### config.mk
export PLATFORM = sky130hd
export DESIGN_NAME = cell_sar
export DESIGN_NICKNAME = d
export VERILOG_FILES = /design/src/rtl/cellsar_pkg.sv /design/src/rtl/cs_segmenter.sv /design/src/rtl/cs_ctx_store.sv /design/src/rtl/cs_reassembler.sv /design/src/rtl/cell_sar.sv
export SDC_FILE = /design/constraint.sdc
export NUM_CORES = 1
export LEC_CHECK = 0
export BUFFER_PORTS_ARGS = -buffer_cell sky130_fd_sc_hd__buf_2
export CORE_ASPECT_RATIO = 0.8
export CORE_MARGIN = 3
export CORE_UTILIZATION = 60
export CTS_CLUSTER_SIZE = 25
export DETAILED_ROUTE_END_ITERATION = 10
export MAX_ROUTING_LAYER = met4
export PLACE_DENSITY_LB_ADDON = 0.3
export REMOVE_ABC_BUFFERS = 1
export SLEW_MARGIN = 30
export SYNTH_ARGS = -nofsm -noshare
export SYNTH_HDL_FRONTEND = slang
export SYNTH_SLANG_ARGS = --single-unit
### constraint.sdc
create_clock -name clk -period 3.2 [get_ports clk]
set_input_delay 0 -clock clk [delete_from_list [all_inputs] [get_ports clk]]
set_output_delay 0 -clock clk [all_outputs]
set_load 0.01 [all_outputs]
### src/rtl/cellsar_pkg.sv
package cellsar_pkg;
  parameter int CELL_MAX = 256;
  parameter int SRC_W    = 4;
  parameter int SEQ_W    = 8;
  parameter int IDX_W    = 4;
  parameter int LEN_W    = 12;

  localparam int CLEN_W = $clog2(CELL_MAX);
  localparam int HDR_W  = SRC_W + SEQ_W + IDX_W + 2 + CLEN_W;
  localparam int NSRC   = 1 << SRC_W;

  typedef struct packed {
    logic [SRC_W-1:0]  src;
    logic [SEQ_W-1:0]  seq;
    logic [IDX_W-1:0]  idx;
    logic              first;
    logic              last;
    logic [CLEN_W-1:0] lenm1;
  } cell_hdr_t;

  typedef struct packed {
    logic             busy;
    logic [SEQ_W-1:0] seq;
    logic [IDX_W-1:0] idx;
  } rx_ctx_t;

  // bytes carried by the next cell when rem bytes of the packet are left
  function automatic logic [CLEN_W:0] cell_bytes(input logic [LEN_W-1:0] rem);
    return (rem > LEN_W'(CELL_MAX)) ? (CLEN_W+1)'(CELL_MAX) : rem[CLEN_W:0];
  endfunction

  function automatic logic is_final_cell(input logic [LEN_W-1:0] rem);
    return rem <= LEN_W'(CELL_MAX);
  endfunction
endpackage

### src/rtl/cs_segmenter.sv
module cs_segmenter import cellsar_pkg::*; #(
  parameter logic [SRC_W-1:0] NODE_ID = '0
) (
  input  logic              clk,
  input  logic              rst_n,
  input  logic              in_valid,
  output logic              in_ready,
  input  logic [7:0]        in_data,
  input  logic              in_sop,
  input  logic              in_eop,
  input  logic [LEN_W-1:0]  in_len,
  input  logic              in_local,
  output logic              cell_valid,
  output logic              cell_hdr,
  output logic [HDR_W-1:0]  cell_hword,
  output logic [7:0]        cell_data,
  output logic              lo_valid,
  output logic [7:0]        lo_data,
  output logic              lo_sop,
  output logic              lo_eop
);
  typedef enum logic [1:0] {S_IDLE, S_HDR, S_DATA, S_LOC} seg_st_t;
  localparam logic [CLEN_W:0] CNT_ONE = (CLEN_W+1)'(1);
  localparam logic [LEN_W-1:0] REM_ONE = LEN_W'(1);

  seg_st_t            st;
  logic [LEN_W-1:0]   rem;
  logic [CLEN_W:0]    ccnt;
  logic [IDX_W-1:0]   idx;
  logic [SEQ_W-1:0]   seq;
  logic               lo_first;

  // named events for the checks
  logic start_pkt, acc_byte, cell_done;
  assign in_ready  = (st == S_DATA) || (st == S_LOC);
  assign acc_byte  = in_valid && in_ready;
  assign start_pkt = (st == S_IDLE) && in_valid && in_sop;
  assign cell_done = (st == S_DATA) && acc_byte && (ccnt == CNT_ONE);

  function automatic cell_hdr_t make_hdr(input logic [LEN_W-1:0] r,
                                         input logic [IDX_W-1:0] ix,
                                         input logic [SEQ_W-1:0] sq);
    cell_hdr_t h;
    logic [CLEN_W:0] n;
    n       = cell_bytes(r);
    h.src   = NODE_ID;
    h.seq   = sq;
    h.idx   = ix;
    h.first = (ix == '0);
    h.last  = is_final_cell(r);
    h.lenm1 = CLEN_W'(n - 1'b1);
    return h;
  endfunction

  always_ff @(posedge clk or negedge rst_n) begin
    if (!rst_n) begin
      st <= S_IDLE; rem <= '0; ccnt <= '0; idx <= '0; seq <= '0; lo_first <= 1'b0;
      cell_valid <= 1'b0; cell_hdr <= 1'b0; cell_hword <= '0; cell_data <= '0;
      lo_valid <= 1'b0; lo_data <= '0; lo_sop <= 1'b0; lo_eop <= 1'b0;
    end else begin
      cell_valid <= 1'b0;
      cell_hdr   <= 1'b0;
      lo_valid   <= 1'b0;
      case (st)
        S_IDLE: if (start_pkt) begin
          if (in_local) begin
            st       <= S_LOC;
            lo_first <= 1'b1;
          end else begin
            cell_valid <= 1'b1;
            cell_hdr   <= 1'b1;
            cell_hword <= make_hdr(in_len, '0, seq);
            rem        <= in_len;
            ccnt       <= cell_bytes(in_len);
            idx        <= '0;
            st         <= S_DATA;
          end
        end
        S_HDR: begin
          cell_valid <= 1'b1;
          cell_hdr   <= 1'b1;
          cell_hword <= make_hdr(rem, idx, seq);
          ccnt       <= cell_bytes(rem);
          st         <= S_DATA;
        end
        S_DATA: if (acc_byte) begin
          cell_valid <= 1'b1;
          cell_data  <= in_data;
          rem        <= rem - 1'b1;
          ccnt       <= ccnt - 1'b1;
          if (cell_done) begin
            if (rem == REM_ONE) begin
              st  <= S_IDLE;
              seq <= seq + 1'b1;
            end else begin
              st  <= S_HDR;
              idx <= idx + 1'b1;
            end
          end
        end
        S_LOC: if (acc_byte) begin
          lo_valid <= 1'b1;
          lo_data  <= in_data;
          lo_sop   <= lo_first;
          lo_eop   <= in_eop;
          lo_first <= 1'b0;
          if (in_eop) st <= S_IDLE;
        end
        default: st <= S_IDLE;
      endcase
    end
  end

  cell_hdr_t out_h;
  assign out_h = cell_hdr_t'(cell_hword);


  hdr_stall_chk: assert property (@(posedge clk) disable iff (!rst_n)
    cell_valid && cell_hdr |-> $past(!in_ready));

  full_cell_chk: assert property (@(posedge clk) disable iff (!rst_n)
    cell_valid && cell_hdr && !out_h.last |-> out_h.lenm1 == '1);

  eop_len_chk: assert property (@(posedge clk) disable iff (!rst_n)
    (st == S_DATA) && acc_byte && in_eop |-> rem == REM_ONE);

  loc_no_cell_chk: assert property (@(posedge clk) disable iff (!rst_n)
    lo_valid |-> !cell_valid);
endmodule

### src/rtl/cs_ctx_store.sv
module cs_ctx_store import cellsar_pkg::*; (
  input  logic             clk,
  input  logic             rst_n,
  input  logic [SRC_W-1:0] rd_addr,
  output rx_ctx_t          rd_data,
  input  logic             wr_en,
  input  logic [SRC_W-1:0] wr_addr,
  input  rx_ctx_t          wr_data
);
  rx_ctx_t ent [NSRC];

  for (genvar g = 0; g < NSRC; g++) begin : g_ent
    always_ff @(posedge clk or negedge rst_n) begin
      if (!rst_n)                               ent[g] <= '0;
      else if (wr_en && wr_addr == SRC_W'(g))   ent[g] <= wr_data;
    end
  end

  assign rd_data = ent[rd_addr];
endmodule

### src/rtl/cs_reassembler.sv
module cs_reassembler import cellsar_pkg::*; (
  input  logic             clk,
  input  logic             rst_n,
  input  logic             c_valid,
  input  logic             c_hdr,
  input  logic [HDR_W-1:0] c_hword,
  input  logic [7:0]       c_data,
  output logic             p_valid,
  output logic [7:0]       p_data,
  output logic             p_sop,
  output logic             p_eop,
  output logic [SRC_W-1:0] p_src,
  output logic             p_err
);
  localparam logic [CLEN_W:0] CNT_ONE = (CLEN_W+1)'(1);

  cell_hdr_t        h;
  rx_ctx_t          rd, nxt;
  logic             hdr_in, ok, acc_hdr, rej_hdr, data_in;
  logic             pass, sop_pend, cur_last;
  logic [SRC_W-1:0] cur_src;
  logic [CLEN_W:0]  left;

  assign h       = cell_hdr_t'(c_hword);
  assign hdr_in  = c_valid && c_hdr;
  assign data_in = c_valid && !c_hdr;
  assign ok      = rd.busy ? (!h.first && h.seq == rd.seq && h.idx == rd.idx)
                           : ( h.first && h.idx == '0 && h.seq == rd.seq);
  assign acc_hdr = hdr_in && ok;
  assign rej_hdr = hdr_in && !ok;

  always_comb begin
    nxt = rd;
    if (!ok) begin
      nxt.busy = 1'b0;
      nxt.idx  = '0;
    end else if (h.last) begin
      nxt.busy = 1'b0;
      nxt.idx  = '0;
      nxt.seq  = rd.seq + 1'b1;
    end else begin
      nxt.busy = 1'b1;
      nxt.idx  = rd.idx + 1'b1;
    end
  end

  cs_ctx_store u_ctx (
    .clk(clk), .rst_n(rst_n),
    .rd_addr(h.src), .rd_data(rd),
    .wr_en(hdr_in), .wr_addr(h.src), .wr_data(nxt)
  );

  always_ff @(posedge clk or negedge rst_n) begin
    if (!rst_n) begin
      pass <= 1'b0; sop_pend <= 1'b0; cur_last <= 1'b0; cur_src <= '0; left <= '0;
      p_valid <= 1'b0; p_data <= '0; p_sop <= 1'b0; p_eop <= 1'b0; p_src <= '0; p_err <= 1'b0;
    end else begin
      p_valid <= 1'b0;
      p_err   <= 1'b0;
      if (hdr_in) begin
        pass     <= ok;
        sop_pend <= h.first;
        cur_last <= h.last;
        cur_src  <= h.src;
        left     <= {1'b0, h.lenm1} + 1'b1;
        if (!ok) begin
          p_err <= 1'b1;
          p_src <= h.src;
        end
      end else if (data_in) begin
        left <= left - 1'b1;
        if (pass) begin
          p_valid  <= 1'b1;
          p_data   <= c_data;
          p_sop    <= sop_pend;
          p_eop    <= cur_last && (left == CNT_ONE);
          p_src    <= cur_src;
          sop_pend <= 1'b0;
        end
      end
    end
  end


  reject_flag_chk: assert property (@(posedge clk) disable iff (!rst_n)
    rej_hdr |=> p_err);

  err_from_hdr_chk: assert property (@(posedge clk) disable iff (!rst_n)
    p_err |-> $past(hdr_in));

  byte_from_beat_chk: assert property (@(posedge clk) disable iff (!rst_n)
    p_valid |-> $past(data_in) && !p_err);

  beat_in_cell_chk: assert property (@(posedge clk) disable iff (!rst_n)
    data_in |-> left != '0);
endmodule

### src/rtl/cell_sar.sv
module cell_sar import cellsar_pkg::*; #(
  parameter logic [SRC_W-1:0] NODE_ID = SRC_W'(1)
) (
  input  logic             clk,
  input  logic             rst_n,
  input  logic             pi_valid,
  output logic             pi_ready,
  input  logic [7:0]       pi_data,
  input  logic             pi_sop,
  input  logic             pi_eop,
  input  logic [LEN_W-1:0] pi_len,
  input  logic             pi_local,
  output logic             co_valid,
  output logic             co_hdr,
  output logic [HDR_W-1:0] co_hword,
  output logic [7:0]       co_data,
  input  logic             ci_valid,
  input  logic             ci_hdr,
  input  logic [HDR_W-1:0] ci_hword,
  input  logic [7:0]       ci_data,
  output logic             po_valid,
  output logic [7:0]       po_data,
  output logic             po_sop,
  output logic             po_eop,
  output logic [SRC_W-1:0] po_src,
  output logic             po_err,
  output logic             lo_valid,
  output logic [7:0]       lo_data,
  output logic             lo_sop,
  output logic             lo_eop
);
  cs_segmenter #(.NODE_ID(NODE_ID)) u_seg (
    .clk(clk), .rst_n(rst_n),
    .in_valid(pi_valid), .in_ready(pi_ready), .in_data(pi_data),
    .in_sop(pi_sop), .in_eop(pi_eop), .in_len(pi_len), .in_local(pi_local),
    .cell_valid(co_valid), .cell_hdr(co_hdr), .cell_hword(co_hword), .cell_data(co_data),
    .lo_valid(lo_valid), .lo_data(lo_data), .lo_sop(lo_sop), .lo_eop(lo_eop)
  );

  cs_reassembler u_rsm (
    .clk(clk), .rst_n(rst_n),
    .c_valid(ci_valid), .c_hdr(ci_hdr), .c_hword(ci_hword), .c_data(ci_data),
    .p_valid(po_valid), .p_data(po_data), .p_sop(po_sop), .p_eop(po_eop),
    .p_src(po_src), .p_err(po_err)
  );
endmodule

# Word level (Yosys, flattened, before mapping)
# Index checks and enable logic that the tools add are counted.
# W data, S select, Z words.
# word_totals
register_bits,323
# classes
mux,61
n_eq_ne,32
bitwise_logic,2
magnitude_cmp,5
n_addsub,10
reduce_logical,53
# ops
operator,n
$mux W9,7
$bmux W13 S4,1
$mux W26,2
$pmux W26 S2,1
$mux W4,11
$mux W12,3
$eq A4 B4 Y1 const B,8
$logic_and A1 B1 Y1,28
$pmux W9 S3,1
$mux W13,2
$gt A12 B9 Y1 const B,2
$le A12 B9 Y1 const B,2
$pmux W12 S2,1
$mux W1,20
$eq A9 B1 Y1 const B,2
$sub A9 B1 Y9 const B,2
$add A8 B1 Y8 const B,2
$eq A4 B3 Y1 const B,4
$mux W8,2
$reduce_and A4 Y1,4
$sub A8 B1 Y8 const B,2
$eq A12 B1 Y1 const B,1
$logic_not A4 Y1,3
$sub A12 B1 Y12 const B,1
other kinds (27),51

# Depth between registers and ports, before layout
# logic_depth
depth_word,10
depth_mapped,16
ltp_nobuf,11

# Cells and area by module
# Synthesis repeated with hierarchy kept, for this count alone.
# hier_totals
hier_cells,1255
area_unflattened_um2,15657.5
# modules_own_cells
module,cells_each,instances,area_per_inst_um2
cs_ctx_store,583,1,9334.0
cs_segmenter,449,1,4315.4
cs_reassembler,223,1,2008.2

# Worst setup path before layout
# Ideal clock, no wire load.
# synth_path
path_kind,register to register
startpoint,reg u_rsm.u_ctx.ent[7] (netlist name)
endpoint,reg u_rsm.u_ctx.ent[115] (netlist name)
path_stages_with_launch,11
setup_slack_ns,0.485
arrival_time_ns,2.646
synth_period_minus_slack_ns,2.715
t_required_ns,3.131
cell_sequence,dfrtp_1 -> mux4_2 -> a22o_1 -> a21o_1 -> xor2_1 -> nor3_4 -> buf_6 -> nand4b_4 -> buf_2 -> or4_1 -> nand3_1
# synth_between
elab_chain_cells,8
elab_cells_between_ends,11
cone_classes,add/sub: 1; eq/ne: 1; mux: 6; reduce/logical: 3
# synth_rtl
element,line_no,rtl
from (decl),cs_ctx_store.sv:10,rx_ctx_t ent [NSRC];
"from (signal, indexed assignment)",cs_ctx_store.sv:15,else if (wr_en && wr_addr == SRC_W'(g)) ent[g] <= wr_data;
$bmux W13 S4 (*),cs_ctx_store.sv:19,assign rd_data = ent[rd_addr];
$mux W13 (not written as such) (*) (2 in series),cs_ctx_store.sv:19,
branches (longest 4 deep; another with $add A8 B1 Y8),-,
$mux W8 (*),cs_reassembler.sv:34,if (!ok) begin
# Mark *: on every way between the ends. The select of a mux whose other input is x is not followed.
# A chain may end at the register's enable or synchronous reset.

# Worst setup path after layout
# layout_path
startpoint,reg u_rsm.u_ctx.ent[62] (netlist name)
endpoint,reg u_rsm.u_ctx.ent[86] (netlist name)
# layout_between
elab_chain_cells,8
elab_cells_between_ends,9
cone_classes,eq/ne: 1; mux: 5; reduce/logical: 3
# layout_rtl
element,line_no,rtl
$bmux W13 S4 (*),cs_ctx_store.sv:19,
$mux W13 (not written as such) (*) (2 in series),cs_ctx_store.sv:19,
$eq A8 B8 Y1 (*),"cs_reassembler.sv:27, cs_reassembler.sv:28",
$logic_and A1 B1 Y1 (2 in series),cs_reassembler.sv:27,assign ok = rd.busy ? (!h.first && h.seq == rd.seq && h.idx == rd.idx)
$mux W1 (*),cs_reassembler.sv:27,
$mux W8 (*),cs_reassembler.sv:34,
# Every way passes the cells marked *; elsewhere a longest branch is shown, timed or not. The select of a mux whose other input is x is not followed.

==> flow_summary.yaml <==
grt:
  grt_max_degree: 98
  grtUsageTotal_pct: 32.5
  grt_pass1_vias: 13600
  grt_antenna_before_repair: 0
  grt_pass1_wl_mm: 73.4
  overflow: 0
timing:
  maxSlewViolCount: 0
  slew_headroom_pct: 49.6
  finalSetupViolCount: 0
  clock.fmax_mhz: 324
  rsz0062_at_grt: "false"
  finalCritPeriodShare_pct: 96.6
  finClkSkew_ps: 19.5
  hold_violations: 0
  tightest_slew_ps: 751
  setup_tns_ps: 0
  period_needed_ps: 3090
logic_synthesis:
  yosys_warnings: 0
  async_flop_share_pct: 100
  synth_top_area_cell: "dfrtp_1"
  synth_commonest_cells: "nand2_1, dfrtp_1, o21ai_0"
  synth-seq-cells: 320
  synth_area_um2: 16200
  ys_seq_area_share_pct: 49.4
  synth_top_area_share_pct: 49.4
  synth_edf_count: 0
  synth_area_leaders: "dfrtp_1, nand2_1, o21ai_0"
  ys_types: 66
  syn_area_per_cell_um2: 9.74
  yosysMostFrequentCell: "nand2_1"
  synth-main-ff-cell: "dfrtp_1"
  syn-instance-count: 1663
cells_and_area:
  regArea_um2: 8010
  areaGrowthSynthToFinish_pct: 17.8
  nNetsFinal: 1921
  stdcell_count: 2221
  fillers: 1906
  drive_gt1_share_pct: 18.6
  multiInputGateArea_um2: 7560
critical_path:
  r2r-end: "u_rsm.u_ctx.ent[86]"
  cp.arrival_ps: 3530
  cp.depth: 9
  required_ps: 3640
  path_buf_inv: 1
  start_kind: "register"
  worstPathCellList: "mux4_2, mux2i_2, xor2_1, a41oi_1, nor3_4, nand4_2, buf_12, or4_1, nand3_1"
  end_kind: "register"
  path_class: "register to register"
  path_max_fanout: 71
  reg2reg_depth: 9
  r2r_setup_slack_ps: 110
  cpPeakStageDelay_ps: 540
  path_delay_family: "simple AND/OR/NAND/NOR gates"
  crit_path_top_delay_cell: "or4_1"
  timing.rr.start: "u_rsm.u_ctx.ent[62]"
placement:
  portBuffers: 122
  hpwl_mm: 30.3
  place.gp.congestion: 0.943
  dp.cells: 2109
routing:
  ant_nets: 0
  num_vias: 13900
  vias_per_cell: 6.28
  drt_iter0_drc: 1627
  drtPass1Iterations: 5
  route.detailed.drc: 0
  routedWlPerCell_um: 20.7
  finalWirelength_mm: 46.0
flow_run:
  max-cap-violations: 0
min_path:
  hold_path_depth: 4
  holdCritStartpoint: "ci_hword[22]"
  worst_hold_path_type: "primary input to register"
  min_to: "u_rsm.cur_src[0]"
power:
  p_per_area_nw_per_um2: 615
  power.leakage_nw: 8.76
  ir_worst_vdd_mv: 0.629
cts:
  cts_setup_buffers: 0
  cts_tree: "built"
  cts-buffers-inserted: 34
  cts_max_level: 2
  cts_buffer_depth: 3
  clk_pin_slew_ps: 60
  insertion_delay_ps: 520
  cts_root_buf: "clkbuf_16"
  cts.sinks: 320
floorplanning:
  start_util_pct: 61.4
  core_region_area_um2: 26400
  die_w_um: 190
  die_area_um2: 29000
  die_h_um: 153
  top_level_ports: 126
  rows: 53
run_status:
  status: "completed"
## worst min-delay path, cell delays in order
cell and delay, ps:
buf_2 240, buf_12 230, nand2_1 70, nand2_1 40
## layout make-up
| cell class | count | area share, % |
|---|---|---|
| Tap cell | 357 | 2.34 |
| Antenna cell | 1 | 0.0131 |
| Inverter | 20 | 0.393 |
| Clock inverter | 10 | 0.439 |
| Sequential cell | 320 | 42.0 |
| Clock buffer | 47 | 5.19 |
| Timing Repair Buffer | 264 | 10.0 |
| Multi-Input combinational cell | 1202 | 39.6 |
## power by group
part           internal (mW)  total [mW]  switching (mW)
Combinational           1.15        2.80            1.66
Clock                   2.24        3.85            1.61
Sequential              4.62        5.08           0.455
Total                   8.01        11.7            3.72
## cell usage in the layout (no fill, tap or decap), types with 9 or more instances in the layout
cell             n
nor2_1          89
a22oi_1         27
a22o_1           9
mux4_2          35
xnor2_1         23
nand3_1         73
buf_2          121
o21ai_0        160
mux2_2          38
nand2b_1         9
a221oi_1         9
o211ai_1        52
inv_1           20
dlygate4sd3_1   54
nand2_1        333
nand4_1         16
dfrtp_1        320
nor3_1          22
or4_1           50
nor2b_1         14
and2_1          13
mux2i_1         42
o22ai_1         10
xor2_1          23
a21oi_1         64
buf_4           81
ha_1            17
clkbuf_16       35
## worst max-delay path by stage
stage / slack (ps) / endpoint / startpoint
4_1_cts: 70 / u_rsm.u_ctx.ent[149] / u_rsm.u_ctx.ent[62]
6_report: 110 / u_rsm.u_ctx.ent[86] / u_rsm.u_ctx.ent[62]
5_1_grt: 50 / u_rsm.u_ctx.ent[85] / u_rsm.u_ctx.ent[75]
3_3_place_gp: 60 / u_rsm.p_src[2] / ci_hword[23]
2_1_floorplan: -670 / u_rsm.u_ctx.ent[112] / u_rsm.u_ctx.ent[7]
3_5_place_dp: -90 / u_rsm.u_ctx.ent[162] / ci_hword[25]
## metrics by stage
step	worst slack, ps	cell area (um^2)	util, %	hold WS [ps]	power (mW)
after floorplan	-670	15600	-	-296	6.74
after global placement	59.0	17500	66.1	72.4	7.69
after detailed placement	-88.2	17500	66.1	75.5	7.82
after CTS	69.7	19100	72.2	102	11.7
after global routing	45.8	19100	72.3	153	12.3
final	110	19100	72.3	109	11.7
## timing repair
item | CTS | global route
gates resized for setup | 0 | 1
setup endpoints to repair | 0 | 15
hold buffers | 54 | 0
hold endpoints to repair | 156 | 0
## logic make-up (layout without fill, tap and decap cells)
kind of cell,after synthesis,count (layout),share of synthesized area (%)
mux,117,117,10.3
fa+ha+maj,17,17,1.31
compound gates,364,364,13.6
xor+xnor,47,47,2.59
flops,320,320,49.4
simple gates,654,654,18.8
other cells,1,4,0.0231
buf+inv,143,341,3.99
## per-layer routing
layer  part of all wire (%)  up-vias  track usage (%)
met5                      0        -                -
met4                    2.6        0             9.08
met3                    8.8       98             5.23
met2                     46      728             49.0
met1                     42     6825             46.3
li1                       -     6295                -
## sequential cells by signal, summed over array words and instances, names as in the netlist, 2 cells and up
name	flops
u_seg.idx	4
u_seg.seq	8
u_rsm.left	9
u_seg.cell_data	8
u_seg.ccnt	9
u_seg.cell_hword	23
u_rsm.p_data	8
u_rsm.p_src	4
u_seg.lo_data	8
u_rsm.cur_src	4
u_seg.st	2
u_rsm.u_ctx.ent	208
u_seg.rem	12
No activity file was read; power rests on OpenSTA's default activity.
